[config.mk]
export PLATFORM = sky130hd
export DESIGN_NAME = mdio_phy_mon
export DESIGN_NICKNAME = d
export VERILOG_FILES = /design/src/rtl/mdio_mon_pkg.sv /design/src/rtl/mdio_frame_master.sv /design/src/rtl/phy_bringup_seq.sv /design/src/rtl/mdio_phy_mon.sv
export SDC_FILE = /design/constraint.sdc
export NUM_CORES = 1
export LEC_CHECK = 0
export ABC_AREA = 0
export CAP_MARGIN = 20
export CORE_MARGIN = 5
export CORE_UTILIZATION = 65
export CTS_CLUSTER_DIAMETER = 30
export DETAILED_ROUTE_END_ITERATION = 12
export GPL_TIMING_DRIVEN = 0
export PLACE_DENSITY_LB_ADDON = 0.12
export SETUP_SLACK_MARGIN = 0.4
export SLEW_MARGIN = 20
export SYNTH_ARGS = -nofsm -noshare
export SYNTH_HDL_FRONTEND = slang
export SYNTH_SLANG_ARGS = --single-unit
export TNS_END_PERCENT = 1
[constraint.sdc]
create_clock -name clk -period 6.6 [get_ports clk]
set_input_delay 1.32 -clock clk [delete_from_list [all_inputs] [get_ports clk]]
set_output_delay 1.32 -clock clk [all_outputs]
set_load 0.05 [all_outputs]
[src/rtl/mdio_mon_pkg.sv]
// Package: shared constants and sequencer state type for the PHY monitor.
// Assumes clause-22 style management frames of 64 bits.
package mdio_mon_pkg;

    localparam logic [1:0]  OP_WRITE      = 2'b01;
    localparam logic [1:0]  OP_READ       = 2'b10;
    localparam int          TA_FIRST_BIT  = 46;
    localparam int          DATA_FIRST_BIT = 48;
    localparam int          LAST_BIT      = 63;

    localparam logic [4:0]  ADDR_CTRL     = 5'd0;
    localparam logic [4:0]  ADDR_ID_HI    = 5'd2;
    localparam logic [4:0]  ADDR_ID_LO    = 5'd3;
    localparam logic [4:0]  ADDR_ADV      = 5'd4;

    localparam logic [15:0] CTRL_SOFT_RST = 16'h8000;
    localparam logic [15:0] CTRL_AN_START = 16'h1200;

    typedef enum logic [3:0] {
        S_ID_HI,
        S_ID_LO,
        S_RST_WR,
        S_RST_POLL,
        S_ADV_WR,
        S_AN_WR,
        S_STAT1,
        S_STAT2,
        S_WAIT,
        S_ERR
    } seq_state_t;

endpackage

[src/rtl/mdio_frame_master.sv]
// Module: management frame master.
// Builds one 64-bit frame per start request, generates mdc only while a
// frame is active, changes output data on mdc falling and samples read
// data on mdc rising. Assumes start_i is only raised while idle.
module mdio_frame_master
    import mdio_mon_pkg::*;
#(
    parameter int MDC_HALF = 4
) (
    input  logic        clk,
    input  logic        rst_n,
    input  logic        start_i,
    input  logic        write_i,
    input  logic [4:0]  phy_i,
    input  logic [4:0]  reg_i,
    input  logic [15:0] wdata_i,
    output logic        done_o,
    output logic [15:0] rdata_o,
    output logic        mdc_o,
    output logic        mdio_o,
    output logic        mdio_oe_o,
    input  logic        mdio_i
);
    localparam int CW = $clog2(MDC_HALF) + 1;

    logic          active;
    logic          is_wr;
    logic [62:0]   frame;
    logic [5:0]    bit_idx;
    logic [CW-1:0] div_cnt;
    logic [63:0]   next_frame;

    // Assemble the outgoing frame from the request fields.
    always_comb begin
        next_frame = {32'hFFFF_FFFF, 2'b01, (write_i ? OP_WRITE : OP_READ),
                      phy_i, reg_i, 2'b10, (write_i ? wdata_i : 16'h0000)};
    end

    // Clock divider, bit shifter and read capture.
    always_ff @(posedge clk) begin
        if (!rst_n) begin
            active    <= 1'b0;
            is_wr     <= 1'b0;
            frame     <= '0;
            bit_idx   <= '0;
            div_cnt   <= '0;
            mdc_o     <= 1'b0;
            mdio_o    <= 1'b1;
            mdio_oe_o <= 1'b0;
            rdata_o   <= '0;
            done_o    <= 1'b0;
        end else begin
            done_o <= 1'b0;
            if (!active) begin
                mdc_o   <= 1'b0;
                div_cnt <= '0;
                if (start_i) begin
                    active    <= 1'b1;
                    is_wr     <= write_i;
                    frame     <= next_frame[62:0];
                    bit_idx   <= '0;
                    mdio_o    <= next_frame[63];
                    mdio_oe_o <= 1'b1;
                end
            end else if (div_cnt == CW'(MDC_HALF - 1)) begin
                div_cnt <= '0;
                mdc_o   <= ~mdc_o;
                if (!mdc_o) begin
                    if (!is_wr && bit_idx >= 6'(DATA_FIRST_BIT))
                        rdata_o <= {rdata_o[14:0], mdio_i};
                end else if (bit_idx == 6'(LAST_BIT)) begin
                    active    <= 1'b0;
                    mdio_oe_o <= 1'b0;
                    done_o    <= 1'b1;
                end else begin
                    bit_idx   <= bit_idx + 6'd1;
                    mdio_o    <= frame[6'd62 - bit_idx];
                    mdio_oe_o <= is_wr || (bit_idx < 6'(TA_FIRST_BIT - 1));
                end
            end else begin
                div_cnt <= div_cnt + CW'(1);
            end
        end
    end

    // the sequencer never requests a frame while one is running
    p_start_when_idle_r6: assert property (@(posedge clk) disable iff (!rst_n)
        start_i |-> !active);

    // mdc stays low outside frames
    p_mdc_low_idle_r7: assert property (@(posedge clk) disable iff (!rst_n)
        !active |-> !mdc_o);

    // driven data only moves on a falling mdc
    p_data_on_fall_r7: assert property (@(posedge clk) disable iff (!rst_n)
        (mdio_oe_o && $past(mdio_oe_o) && !$stable(mdio_o)) |-> $fell(mdc_o));

endmodule

[src/rtl/phy_bringup_seq.sv]
// Module: bring-up and status poll sequencer.
// Walks identity read, soft reset, advertisement and autonegotiation
// restart, then polls status forever. Hands one request at a time to the
// frame master and waits for its done pulse. Assumes rdata_i is valid with done_i.
module phy_bringup_seq
    import mdio_mon_pkg::*;
#(
    parameter logic [21:0] EXP_OUI    = 22'h080017,
    parameter logic [5:0]  EXP_MODEL  = 6'h09,
    parameter logic [3:0]  EXP_REV    = 4'h0,
    parameter logic [4:0]  STAT_REG   = 5'd1,
    parameter int          SPEED_BIT  = 14,
    parameter int          DUPLEX_BIT = 13,
    parameter int          LINK_BIT   = 2,
    parameter logic [15:0] ADV_VALUE  = 16'h01E1,
    parameter int          RST_POLLS  = 8,
    parameter int          POLL_GAP   = 1000000
) (
    input  logic        clk,
    input  logic        rst_n,
    output logic        start_o,
    output logic        write_o,
    output logic [4:0]  reg_o,
    output logic [15:0] wdata_o,
    input  logic        done_i,
    input  logic [15:0] rdata_i,
    output logic        link_up,
    output logic        speed_100,
    output logic        full_duplex,
    output logic        id_match,
    output logic        busy,
    output logic        error
);
    localparam logic ADV_OK = (ADV_VALUE[4:0] != 5'd0);
    localparam int   PW     = $clog2(RST_POLLS) + 1;
    localparam int   GW     = $clog2(POLL_GAP) + 1;

    seq_state_t    state;
    logic          inflight;
    logic          req_valid;
    logic [15:0]   id_hi;
    logic [PW-1:0] poll_cnt;
    logic [GW-1:0] gap_cnt;

    // Map each state to the frame it needs.
    always_comb begin
        req_valid = 1'b1;
        write_o   = 1'b0;
        reg_o     = ADDR_CTRL;
        wdata_o   = 16'h0000;
        case (state)
            S_ID_HI:    reg_o = ADDR_ID_HI;
            S_ID_LO:    reg_o = ADDR_ID_LO;
            S_RST_WR:   begin write_o = 1'b1; wdata_o = CTRL_SOFT_RST; end
            S_RST_POLL: reg_o = ADDR_CTRL;
            S_ADV_WR:   begin write_o = 1'b1; reg_o = ADDR_ADV; wdata_o = ADV_VALUE; end
            S_AN_WR:    begin write_o = 1'b1; wdata_o = CTRL_AN_START; end
            S_STAT1,
            S_STAT2:    reg_o = STAT_REG;
            default:    req_valid = 1'b0;
        endcase
    end

    // Issue a request once per state visit.
    assign start_o = req_valid && !inflight;
    assign busy    = (state != S_WAIT) && (state != S_ERR);
    assign error   = (state == S_ERR);

    // Step the sequence on each completed frame and time the poll gap.
    always_ff @(posedge clk) begin
        if (!rst_n) begin
            state       <= ADV_OK ? S_ID_HI : S_ERR;
            inflight    <= 1'b0;
            id_hi       <= '0;
            id_match    <= 1'b0;
            poll_cnt    <= '0;
            gap_cnt     <= '0;
            link_up     <= 1'b0;
            speed_100   <= 1'b0;
            full_duplex <= 1'b0;
        end else begin
            if (start_o) inflight <= 1'b1;
            if (inflight && done_i) begin
                inflight <= 1'b0;
                case (state)
                    S_ID_HI: begin
                        id_hi <= rdata_i;
                        state <= S_ID_LO;
                    end
                    S_ID_LO: begin
                        id_match <= (id_hi == EXP_OUI[21:6]) && (rdata_i[15:10] == EXP_OUI[5:0])
                                 && (rdata_i[9:4] == EXP_MODEL) && (rdata_i[3:0] == EXP_REV);
                        state    <= S_RST_WR;
                    end
                    S_RST_WR: begin
                        poll_cnt <= '0;
                        state    <= S_RST_POLL;
                    end
                    S_RST_POLL: begin
                        if (!rdata_i[15])                             state <= S_ADV_WR;
                        else if (poll_cnt == PW'(RST_POLLS - 1))      state <= S_ERR;
                        else                                          poll_cnt <= poll_cnt + PW'(1);
                    end
                    S_ADV_WR: state <= S_AN_WR;
                    S_AN_WR:  state <= S_STAT1;
                    S_STAT1:  state <= S_STAT2;
                    S_STAT2: begin
                        link_up     <= rdata_i[LINK_BIT];
                        speed_100   <= rdata_i[SPEED_BIT];
                        full_duplex <= rdata_i[DUPLEX_BIT];
                        gap_cnt     <= '0;
                        state       <= S_WAIT;
                    end
                    default: ;
                endcase
            end
            if (state == S_WAIT) begin
                if (gap_cnt == GW'(POLL_GAP - 1)) begin
                    gap_cnt <= '0;
                    state   <= S_STAT1;
                end else begin
                    gap_cnt <= gap_cnt + GW'(1);
                end
            end
        end
    end

    // the error state holds until reset
    p_error_sticky_r11: assert property (@(posedge clk) disable iff (!rst_n)
        error |=> error);

    // identity result only changes while bring-up is running
    p_id_hold_r1: assert property (@(posedge clk) disable iff (!rst_n)
        (!busy && !$past(busy)) |-> $stable(id_match));

    // decoded status holds between polls
    p_status_hold_r8: assert property (@(posedge clk) disable iff (!rst_n)
        (state == S_WAIT && $past(state == S_WAIT)) |-> ($stable(link_up) && $stable(speed_100) && $stable(full_duplex)));

    // no request is raised once in error
    p_no_req_in_error_r3: assert property (@(posedge clk) disable iff (!rst_n)
        error |-> !start_o);

endmodule

[src/rtl/mdio_phy_mon.sv]
// Module: top of the PHY bring-up and link monitor.
// Joins the sequencer to the frame master; the data line is left to the
// pad as output, enable and input. Assumes a single PHY at PHY_ADDR.
module mdio_phy_mon #(
    parameter logic [4:0]  PHY_ADDR   = 5'd1,
    parameter logic [21:0] EXP_OUI    = 22'h080017,
    parameter logic [5:0]  EXP_MODEL  = 6'h09,
    parameter logic [3:0]  EXP_REV    = 4'h0,
    parameter logic [4:0]  STAT_REG   = 5'd1,
    parameter int          SPEED_BIT  = 14,
    parameter int          DUPLEX_BIT = 13,
    parameter int          LINK_BIT   = 2,
    parameter logic [15:0] ADV_VALUE  = 16'h01E1,
    parameter int          MDC_HALF   = 4,
    parameter int          RST_POLLS  = 8,
    parameter int          POLL_GAP   = 1000000
) (
    input  logic clk,
    input  logic rst_n,
    output logic mdc,
    input  logic mdio_i,
    output logic mdio_o,
    output logic mdio_oe,
    output logic link_up,
    output logic speed_100,
    output logic full_duplex,
    output logic id_match,
    output logic busy,
    output logic error
);
    logic        req_start;
    logic        req_write;
    logic [4:0]  req_reg;
    logic [15:0] req_wdata;
    logic        xfer_done;
    logic [15:0] xfer_rdata;

    phy_bringup_seq #(
        .EXP_OUI(EXP_OUI), .EXP_MODEL(EXP_MODEL), .EXP_REV(EXP_REV),
        .STAT_REG(STAT_REG), .SPEED_BIT(SPEED_BIT), .DUPLEX_BIT(DUPLEX_BIT),
        .LINK_BIT(LINK_BIT), .ADV_VALUE(ADV_VALUE), .RST_POLLS(RST_POLLS),
        .POLL_GAP(POLL_GAP)
    ) u_seq (
        .clk(clk), .rst_n(rst_n),
        .start_o(req_start), .write_o(req_write), .reg_o(req_reg), .wdata_o(req_wdata),
        .done_i(xfer_done), .rdata_i(xfer_rdata),
        .link_up(link_up), .speed_100(speed_100), .full_duplex(full_duplex),
        .id_match(id_match), .busy(busy), .error(error)
    );

    mdio_frame_master #(
        .MDC_HALF(MDC_HALF)
    ) u_master (
        .clk(clk), .rst_n(rst_n),
        .start_i(req_start), .write_i(req_write), .phy_i(PHY_ADDR),
        .reg_i(req_reg), .wdata_i(req_wdata),
        .done_o(xfer_done), .rdata_o(xfer_rdata),
        .mdc_o(mdc), .mdio_o(mdio_o), .mdio_oe_o(mdio_oe), .mdio_i(mdio_i)
    );

    // the line is only driven while busy
    p_drive_only_busy_r9: assert property (@(posedge clk) disable iff (!rst_n)
        mdio_oe |-> busy);

    // in error the bus is quiet
    p_quiet_in_error_r3: assert property (@(posedge clk) disable iff (!rst_n)
        error |-> (!mdio_oe && !mdc));

endmodule

==> metrics.md, run 1 <==
| Metric | Value |
|---|---|
| Cts bufs inserted | 9 |
| Inserted Diodes | 0 |
| Multi-input gate area | 2270 sq um |
| Post-Synth Adder-Cell Area | 0.0177 |
| Seq pwr share | 0.520 |
| Pwr Density | 222 nW/um^2 |
| #FFs+latches synth | 89 |
| Status | complete, no violations |
| Post-Syn Area | 4250 sq um |
| Core ar. | 6350 sq um |
| Post-Route WL | 10.0 mm |
| Yosys top cell area share | 0.420 |
| First-pass GRT wire length | 16.9 mm |
| Crit. End Element | output pin |
| Psw | 0.229 mW |
| Sequential area share after synthesis | 0.420 |
| Layout cell share with drive strength beyond 1 | 0.0705 |
| Routed via count | 3903 |
| Setup bufs post-CTS | 0 |
| Minimum clock period | 3.51 ns |
| Syn_area_per_cell | 8.29 sq um |
| Drt wl/cell | 16.3 microns |
| GP Congestion | 0.889 |
| Initial antenna violation count | 0 |
| Fin nets | 543 |
| Final TNS setup | 0 ns |
| Die width | 90.8 microns |
| Total GRT Usage | 0.246 |
| CP arrival | 2.19 ns |
| Leakage | 1.52 nW |
| DR vias/cell | 6.34 |
| CP Max Fanout | 10 |
| Htree depth | 3 |
| Vias in the first global route | 3598 |
| DP Wirelength | 7.02 mm |
| CTS max path bufs | 2 |
| # fillers | 490 |
| Post-synth top area cell | dfxtp_1 |
| Xor/xnor share of the synthesized area | 0.0247 |
| Yosys cell types | 63 |
| YS warnings | 0 |
| Clock slew at reported path FFs | 0.09 ns |
| Residual DRC count | 0 |
| EDFF count, synth | 0 |
| Grt ovf | 0 |
| CTS tree | done |
| Area grow syn2layout | 10.8% |
| Largest family of logic cells by synthesized area | simple AND/OR/NAND/NOR gates |
| Cell count after synthesis | 512 |
| Skew-Pair Late Insertion Delay | 0.35 ns |
| Placement Cell Area | 4450 sq um |
| Synthesized Nets | 521 |
| CTS Root Cell | clkbuf_8 |
| Compound-cell area share of the yosys netlist | 0.149 |
| CP Launch Type | flop |
| Largest net degree at the start of global routing | 16 |
| Switching Share | 0.219 |
| Worst-case clock skew | 0.00762 ns |
| Num rows | 29 |
| Post_cts resized | 0 |
| Slew Limit Headroom | 0.266 |
| Dominant cells by area after synthesis | dfxtp_1, mux2i_1, nand2_1, nand3_1, nor2_1 |
| Fmax | 285 MHz |
| Clock share of power | 0.442 |
| Slew at the pin closest to its max-slew limit | 1.09 ns |
| HP Class | flop to flop |
| Setup CP Type | flop to output pin |
| Peak VDD IR | 206 uV |
| Seq. cell area | 1780 sq um |
| Final hold violations | 0 |
| Pre-Repair DR Iteration Count | 5 |
| Mux contribution to synthesized area | 0.0589 |
| Comb power frac | 0.038 |
| Primary FF master, synth | dfxtp_1 |
| Fin. max-slew vios | 0 |
| Antenna Nets Post-Route | 0 |
| Die footprint | 8250 sq um |
| 1st-iter DRT viols | 227 |
| CTS sink count | 89 |
| Unrepaired setup endpoints after global routing | no |
| Synth Area in Simple Gates | 0.285 |
| Count of final setup violators | 0 |
| Initial cell density of the core | 0.669 |
| Ys async rst share | 0 |
| CP required | 5.28 ns |
| Period utilisation layout | 0.532 |
| Hold-fix buffers at CTS | 0 |
| Int Pwr | 0.817 mW |
| Number of max-cap violations | 0 |
| PortBufs | 11 |
| Die Y | 90.8 microns |
| Post-route design area | 4700 sq um |
| Ports | 12 |
==> layout make-up <==
type	instances	share of cell area
clock inverters	6	0.0239
flip-flops and latches	89	0.379
clock buffers	10	0.0293
well taps	77	0.0205
repair buffers	11	0.0234
inverters	9	0.00718
multi-input cells	379	0.483
plain buffers	35	0.0338
==> placed cells by master, fill, tap and decap left out, types with 8 or more instances in the layout <==
master	n
a21oi_1	34
a31oi_1	16
clkbuf_1	28
clkbuf_8	10
clkdlybuf4s50_1	11
dfxtp_1	89
inv_1	8
mux2i_1	25
nand2_1	61
nand3_1	40
nand4_1	12
nor2_1	52
nor3_1	15
nor4_1	10
o21ai_0	11
or3_1	8
xnor2_1	9
==> per-layer routing <==
layer / up-vias / GRT usage / share of wire
li1: 1904 / - / -
met1: 1837 / 0.347 / 0.46
met2: 135 / 0.376 / 0.46
met3: 27 / 0.0408 / 0.061
met4: 0 / 0.0954 / 0.023
met5: - / 0 / 0
==> kinds of logic (layout without fill, tap and decap cells) <==
kind of cell / after synthesis / in the layout
buffers and inverters: 44 / 71
AO/OA/AOI/OAI: 97 / 97
XOR/XNOR: 12 / 12
multiplexers: 25 / 25
AND/OR/NAND/NOR: 239 / 239
adder cells (fa/ha/maj): 6 / 6
flip-flops: 89 / 89
==> synthesized netlist by cell type, types with 4 or more instances <==
| cell | n |
|---|---|
| nor3b_1 | 5 |
| a21oi_1 | 34 |
| a22o_1 | 5 |
| ha_1 | 6 |
| or4_1 | 5 |
| xnor2_1 | 9 |
| nor2_1 | 52 |
| or3_1 | 8 |
| inv_1 | 8 |
| nor4_1 | 10 |
| nand2_1 | 61 |
| o21ai_0 | 11 |
| a31o_2 | 4 |
| nand3_1 | 40 |
| dfxtp_1 | 89 |
| nand4_1 | 12 |
| a31oi_1 | 16 |
| and3_1 | 4 |
| clkbuf_1 | 28 |
| nor3_1 | 15 |
| mux2i_1 | 25 |
| buf_2 | 4 |
| and2_1 | 6 |
==> state kept, by name, summed over array words and instances, names as in the netlist <==
signal              cells
u_master.active         1
u_seq.speed_100         1
u_master.mdc_o          1
u_master.bit_idx        6
u_seq.gap_cnt          21
u_seq.id_match          1
u_master.mdio_oe_o      1
u_master.frame          9
u_master.done_o         1
u_seq.inflight          1
u_seq.poll_cnt          4
u_seq.full_duplex       1
u_seq.link_up           1
u_master.rdata_o       16
u_master.div_cnt        3
u_master.mdio_o         1
u_seq.id_hi            16
u_seq.state             4
==> metrics by stage <==
step | power, mW | setup WS [ns] | util | std cells | hold WS [ns]
2_1_floorplan | 0.583 | 4.12 | - | 512 | 0.404
3_3_place_gp | 0.594 | 3.47 | 0.701 | 600 | 0.415
3_5_place_dp | 0.595 | 3.46 | 0.701 | 600 | 0.423
4_1_cts | 1.05 | 3.11 | 0.741 | 616 | 0.436
5_1_grt | 1.08 | 3.00 | 0.741 | 616 | 0.446
6_report | 1.05 | 3.09 | 0.741 | 616 | 0.432
==> power by group through the flow <==
stage	Clock, mW	Combinational, mW	Sequential, mW
2_1_floorplan	0	0.0246	0.558
3_3_place_gp	0	0.0374	0.556
3_5_place_dp	0	0.0388	0.557
4_1_cts	0.466	0.0390	0.544
5_1_grt	0.494	0.0432	0.545
6_report	0.462	0.0398	0.544
==> final timing paths <==
kind,slack [ns],cells after the start,from,end
setup / recovery,3.09,3,u_seq.state[3],error
hold / removal,0.43,1,u_master.div_cnt[0],u_master.div_cnt[0]
setup reg to reg,3.84,9,u_master.bit_idx[0],u_master.mdio_o
hold reg to reg,0.43,1,u_master.div_cnt[0],u_master.div_cnt[0]
==> critical path: stages, from the launching register on <==
cell and delay (ns):
dfxtp_1 0.43, clkbuf_1 0.37, and3_1 0.24, clkdlybuf4s50_1 0.80
Note: power is estimated with default switching activity, not from simulation.
==> run 2: changes to the inputs <==
CORE_UTILIZATION = 61   (was 65)
clock period = 3.6 ns   (was 6.6 ns; I/O delays follow)
==> metrics.md, run 2 (synthesis gave the netlist of run 1 again) <==
| Metric | Value |
|---|---|
| Status | complete, no violations |
| Cts bufs inserted | 9 |
| DR vias/cell | 6.09 |
| Largest net degree at the start of global routing | 19 |
| CP Max Fanout | 10 |
| Slew at the pin closest to its max-slew limit | 1.10 ns |
| Num rows | 30 |
| Seq. cell area | 1780 sq um |
| Post_cts resized | 0 |
| First-pass GRT wire length | 16.7 mm |
| CTS max path bufs | 2 |
| Top layer in use | met4 |
| Minimum clock period | 2.92 ns |
| Cell Chain, Critical Path | clkbuf_1 -> and3_1 -> clkdlybuf4s50_1 |
| GP Congestion | 0.846 |
| Skew-Pair Late Insertion Delay | 0.36 ns |
| Max reg flops | 21 |
| Ports | 12 |
| Residual DRC count | 0 |
| Crit. End Element | output pin |
| Vias in the first global route | 3560 |
| Grt ovf | 0 |
| Core ar. | 6790 sq um |
| # fillers | 578 |
| FF-to-FF setup slack | 0.92 ns |
| Die width | 93.4 microns |
| Number of max-cap violations | 0 |
| Crit path largest cell delay | 0.80 ns |
| Routed via count | 3869 |
| Post-Route WL | 9.54 mm |
| Register bank with the most flops | u_seq.gap_cnt |
| Total GRT Usage | 0.235 |
| Count of final setup violators | 0 |
| Fin. max-slew vios | 0 |
| Commonest non-fill, non-tap cells in the layout | dfxtp_1, nand2_1, nor2_1, nand3_1, a21oi_1 |
| Peak VDD IR | 251 uV |
| CTS sink count | 89 |
| Biggest regs | u_seq.gap_cnt x21, u_master.rdata_o x16, u_seq.id_hi x16 |
| CP required | 2.88 ns |
| Clock slew at reported path FFs | 0.09 ns |
| Period utilisation layout | 0.810 |
| Pre-Repair DR Iteration Count | 6 |
| Slowest cell on the critical path | clkdlybuf4s50_1 |
| Multi-input gate area | 2270 sq um |
| Inserted Diodes | 0 |
| Final hold violations | 0 |
| 1st-iter DRT viols | 283 |
| Initial cell density of the core | 0.625 |
| Antenna Nets Post-Route | 0 |
| Htree depth | 3 |
| PortBufs | 11 |
| Slew Limit Headroom | 0.262 |
| Pwr Density | 374 nW/um^2 |
| Die Y | 93.4 microns |
| CP Launch Type | flop |
| Met2 wire length | 4.52 mm |
| Fin nets | 543 |
| Hold-fix buffers at CTS | 0 |
| Final TNS setup | 0 ns |
| CTS Root Cell | clkbuf_8 |
| Area grow syn2layout | 9.93% |
| Routed wl met3 | 448 microns |
| Pwr Total | 1.74 mW |
| M1 WL | 4.42 mm |
| Leakage | 1.49 nW |
| Setup bufs post-CTS | 0 |
| CP arrival | 2.20 ns |
| HP Class | flop to flop |
| Layout cell share with drive strength beyond 1 | 0.0705 |
| Initial antenna violation count | 0 |
| Most common cell after layout, fill and taps aside | dfxtp_1 |
| CTS tree | done |
| Unrepaired setup endpoints after global routing | no |
| Setup CP Type | flop to output pin |
| DP Wirelength | 6.71 mm |
| Die footprint | 8730 sq um |
| Drt wl/cell | 15.0 microns |
| Fmax | 343 MHz |
| Worst-case clock skew | 0.0136 ns |
## run 2: changes by cell type in the layout (fill, tap and decap cells not counted), sizes merged
cell	before	now
clkinvlp	0	1
bufinv	3	0
clkinv	1	0
clkbuf	38	37
inv	11	15
## run 2: where the power goes
part | total (mW) | switching, mW | internal, mW | leakage (nW)
registers | 0.997 | 0.00583 | 0.991 | 0.719
logic | 0.0705 | 0.0482 | 0.0223 | 0.675
clock network | 0.676 | 0.403 | 0.273 | 0.0966
## run 2: final cells by class
cell class                      count  area share
Tap cell                           96      0.0257
Inverter                            9     0.00724
Buffer                             35      0.0340
Multi-Input combinational cell    379       0.487
Clock inverter                      7      0.0145
Sequential cell                    89       0.382
Timing Repair Buffer               11      0.0236
Clock buffer                        9      0.0265
## run 2: path summary, 6_finish.rpt
path,startpoint,end,depth (start not counted)
max,u_seq.state[0],error,3
min,u_master.div_cnt[0],u_master.div_cnt[0],1
max reg2reg,u_master.bit_idx[0],u_master.mdio_o,9
min reg2reg,u_master.div_cnt[0],u_master.div_cnt[0],1
## run 2: routing by layer
| layer | track usage | up-vias |
|---|---|---|
| met5 | 0 | - |
| met4 | 0.0781 | 0 |
| met3 | 0.0451 | 13 |
| met2 | 0.378 | 127 |
| met1 | 0.317 | 1824 |
| li1 | - | 1905 |
## run 2: worst max-delay path: cells and delay by family (launching register included)
kind	cells	cell delay (ns)
simple gates	1	0.23
flops	1	0.46
buf+inv	2	1.15
## run 2: stage by stage
stage / worst slack [ns] / hold WS [ns] / util / cell area [sq um] / cells
2_1_floorplan: 1.37 / 0.404 / - / 4250 / 512
3_3_place_gp: 0.938 / 0.414 / 0.659 / 4480 / 619
3_5_place_dp: 0.948 / 0.432 / 0.659 / 4480 / 619
4_1_cts: 0.685 / 0.445 / 0.687 / 4670 / 635
5_1_grt: 0.539 / 0.479 / 0.687 / 4670 / 635
6_report: 0.685 / 0.439 / 0.687 / 4670 / 635
==> run 3: changes to the inputs <==
CORE_UTILIZATION = 55   (was 61)
clock period = 2.55 ns   (was 3.6 ns; I/O delays follow)
==> metrics.md, run 3 (synthesis gave the netlist of run 1 again) <==
| Metric | Value |
|---|---|
| Worst setup margin | 0.312 ns |
| Int Pwr | 1.89 mW |
| Number of max-cap violations | 0 |
| Drt wl/cell | 15.7 microns |
| Worst Setup EP | u_seq.gap_cnt[17] |
| Comb power frac | 0.041 |
| Inserted Diodes | 0 |
| Layout cell share with drive strength beyond 1 | 0.109 |
| Die footprint | 9580 sq um |
| Reg2Reg Depth | 9 |
| Post-Route WL | 10.1 mm |
| Leakage | 1.54 nW |
| Pwr Density | 525 nW/um^2 |
| Vias in the first global route | 3578 |
| Count of final setup violators | 0 |
| CP Max Fanout | 10 |
| DP Wirelength | 6.96 mm |
| Max reg flops | 21 |
| GP Congestion | 0.823 |
| Cell Chain, Critical Path | ha_4 -> nand3_2 -> or2_1 -> buf_6 -> or4_4 -> buf_6 -> buf_6 -> a31o_1 -> a22o_1 |
| Ports | 12 |
| 1st-iter DRT viols | 180 |
| First-pass GRT wire length | 17.1 mm |
| Clock share of power | 0.400 |
| Skew-Pair Late Insertion Delay | 0.36 ns |
| Total GRT Usage | 0.214 |
| Peak VDD IR | 395 uV |
| Crit. End Element | flop |
| Worst reg2reg path endpoint | u_seq.gap_cnt[17] |
| CP arrival | 2.50 ns |
| Cts bufs inserted | 9 |
| Crit path largest cell delay | 0.50 ns |
| Num rows | 32 |
| Htree depth | 3 |
| Most common cell after layout, fill and taps aside | dfxtp_1 |
| Switching Share | 0.248 |
| Slew Limit Headroom | 0.580 |
| Slew at the pin closest to its max-slew limit | 0.630 ns |
| Antenna Nets Post-Route | 0 |
| Initial antenna violation count | 0 |
| Period utilisation layout | 0.878 |
| Unrepaired setup endpoints after global routing | yes |
| Initial cell density of the core | 0.558 |
| Cell mode on critical path | buf_6 |
| Commonest non-fill, non-tap cells in the layout | dfxtp_1, nand2_1, nor2_1, nand3_1, a21oi_1 |
| Status | complete, no violations |
| Residual DRC count | 0 |
| CP Launch Type | flop |
| Hold-fix buffers at CTS | 0 |
| Worst-case clock skew | 0.0110 ns |
| HP Class | flop to flop |
| PortBufs | 11 |
| Biggest regs | u_seq.gap_cnt x21, u_master.rdata_o x16, u_seq.id_hi x16 |
| Clock slew at reported path FFs | 0.10 ns |
| CTS Root Cell | clkbuf_8 |
| CTS tree | done |
| Area grow syn2layout | 12.9% |
| Largest net degree at the start of global routing | 17 |
| Final TNS setup | 0 ns |
| DR vias/cell | 5.98 |
| Launching point of the worst reg2reg path | u_seq.gap_cnt[0] |
| Die Y | 97.9 microns |
| Pre-Repair DR Iteration Count | 5 |
| Final core occ | 0.630 |
| Routed via count | 3846 |
| Die width | 97.9 microns |
| CP required | 2.81 ns |
| CTS sink count | 89 |
| FF-to-FF setup slack | 0.31 ns |
| Psw | 0.625 mW |
| CTS max path bufs | 2 |
| Grt ovf | 0 |
| Core ar. | 7610 sq um |
| Slowest cell on the critical path | or4_4 |
| Fin. max-slew vios | 0 |
| Setup CP Type | flop to flop |
| Worst slack, placed | -0.0978 ns |
| Seq pwr share | 0.559 |
| Minimum clock period | 2.24 ns |
| Fin nets | 545 |
| Fmax | 447 MHz |
| Final hold violations | 0 |
| Register bank with the most flops | u_seq.gap_cnt |
| CP startpoint | u_seq.gap_cnt[0] |
==> run 3: through the flow <==
| step | power, mW | cells | hold WS (ns) | instance area (sq um) |
|---|---|---|---|---|
| floorplan | 1.51 | 512 | 0.404 | 4250 |
| global placement | 1.54 | 625 | 0.415 | 4490 |
| detailed placement | 1.54 | 625 | 0.423 | 4490 |
| CTS | 2.52 | 642 | 0.436 | 4720 |
| global route | 2.60 | 643 | 0.449 | 4790 |
| finish | 2.52 | 643 | 0.430 | 4790 |
==> run 3: worst min-delay path by stage <==
stage | cells after the start | end | slack [ns] | start
floorplan | 1 | u_master.div_cnt[0] | 0.40 | u_master.div_cnt[0]
global placement | 1 | u_master.div_cnt[0] | 0.42 | u_master.div_cnt[0]
detailed placement | 1 | u_master.div_cnt[0] | 0.42 | u_master.div_cnt[0]
CTS | 1 | u_master.div_cnt[0] | 0.44 | u_master.div_cnt[0]
global route | 1 | u_master.div_cnt[0] | 0.45 | u_master.div_cnt[0]
finish | 1 | u_master.div_cnt[0] | 0.43 | u_master.div_cnt[0]
==> run 3: worst max-delay path, delay by kind of cell, from the launching register on <==
kind	cells	cell delay [ns]
buffers and inverters	3	0.42
and+or+nand+nor	3	0.86
AOI/OAI and AO/OA	2	0.34
DFF	1	0.38
adders and majority gates	1	0.14
==> run 3: cell type report <==
| class | count | area, sq um |
|---|---|---|
| flip-flops and latches | 89 | 1790 |
| fillers | 674 | 2810 |
| well taps | 102 | 128 |
| multi-input cells | 379 | 2350 |
| clock inverters | 7 | 76.3 |
| inverters | 9 | 33.8 |
| plain buffers | 35 | 173 |
| clock buffers | 9 | 124 |
| repair buffers | 13 | 126 |
==> run 3: routing by layer <==
| layer | routed length (microns) | part of all wire | up-vias | track usage |
|---|---|---|---|---|
| met5 | 0 | 0 | - | 0 |
| met2 | 4550 | 0.45 | 110 | 0.328 |
| met3 | 501 | 0.049 | 14 | 0.0479 |
| met4 | 157 | 0.016 | 0 | 0.0650 |
| met1 | 4920 | 0.49 | 1811 | 0.302 |
| li1 | - | - | 1911 | - |
==> run 3: power groups by stage <==
stage	Sequential, mW	Combinational, mW	Clock (mW)
6_report	1.41	0.104	1.01
5_1_grt	1.41	0.115	1.07
4_1_cts	1.41	0.101	1.01
3_5_place_dp	1.44	0.100	0
3_3_place_gp	1.44	0.0984	0
2_1_floorplan	1.44	0.0640	0
==> run 3: repair_timing <==
item	in CTS	in global routing
hold endpoints to repair	0	0
resized for setup	14	20
pin swaps	1	0
setup endpoints to repair	44	43
buffers inserted	1	1
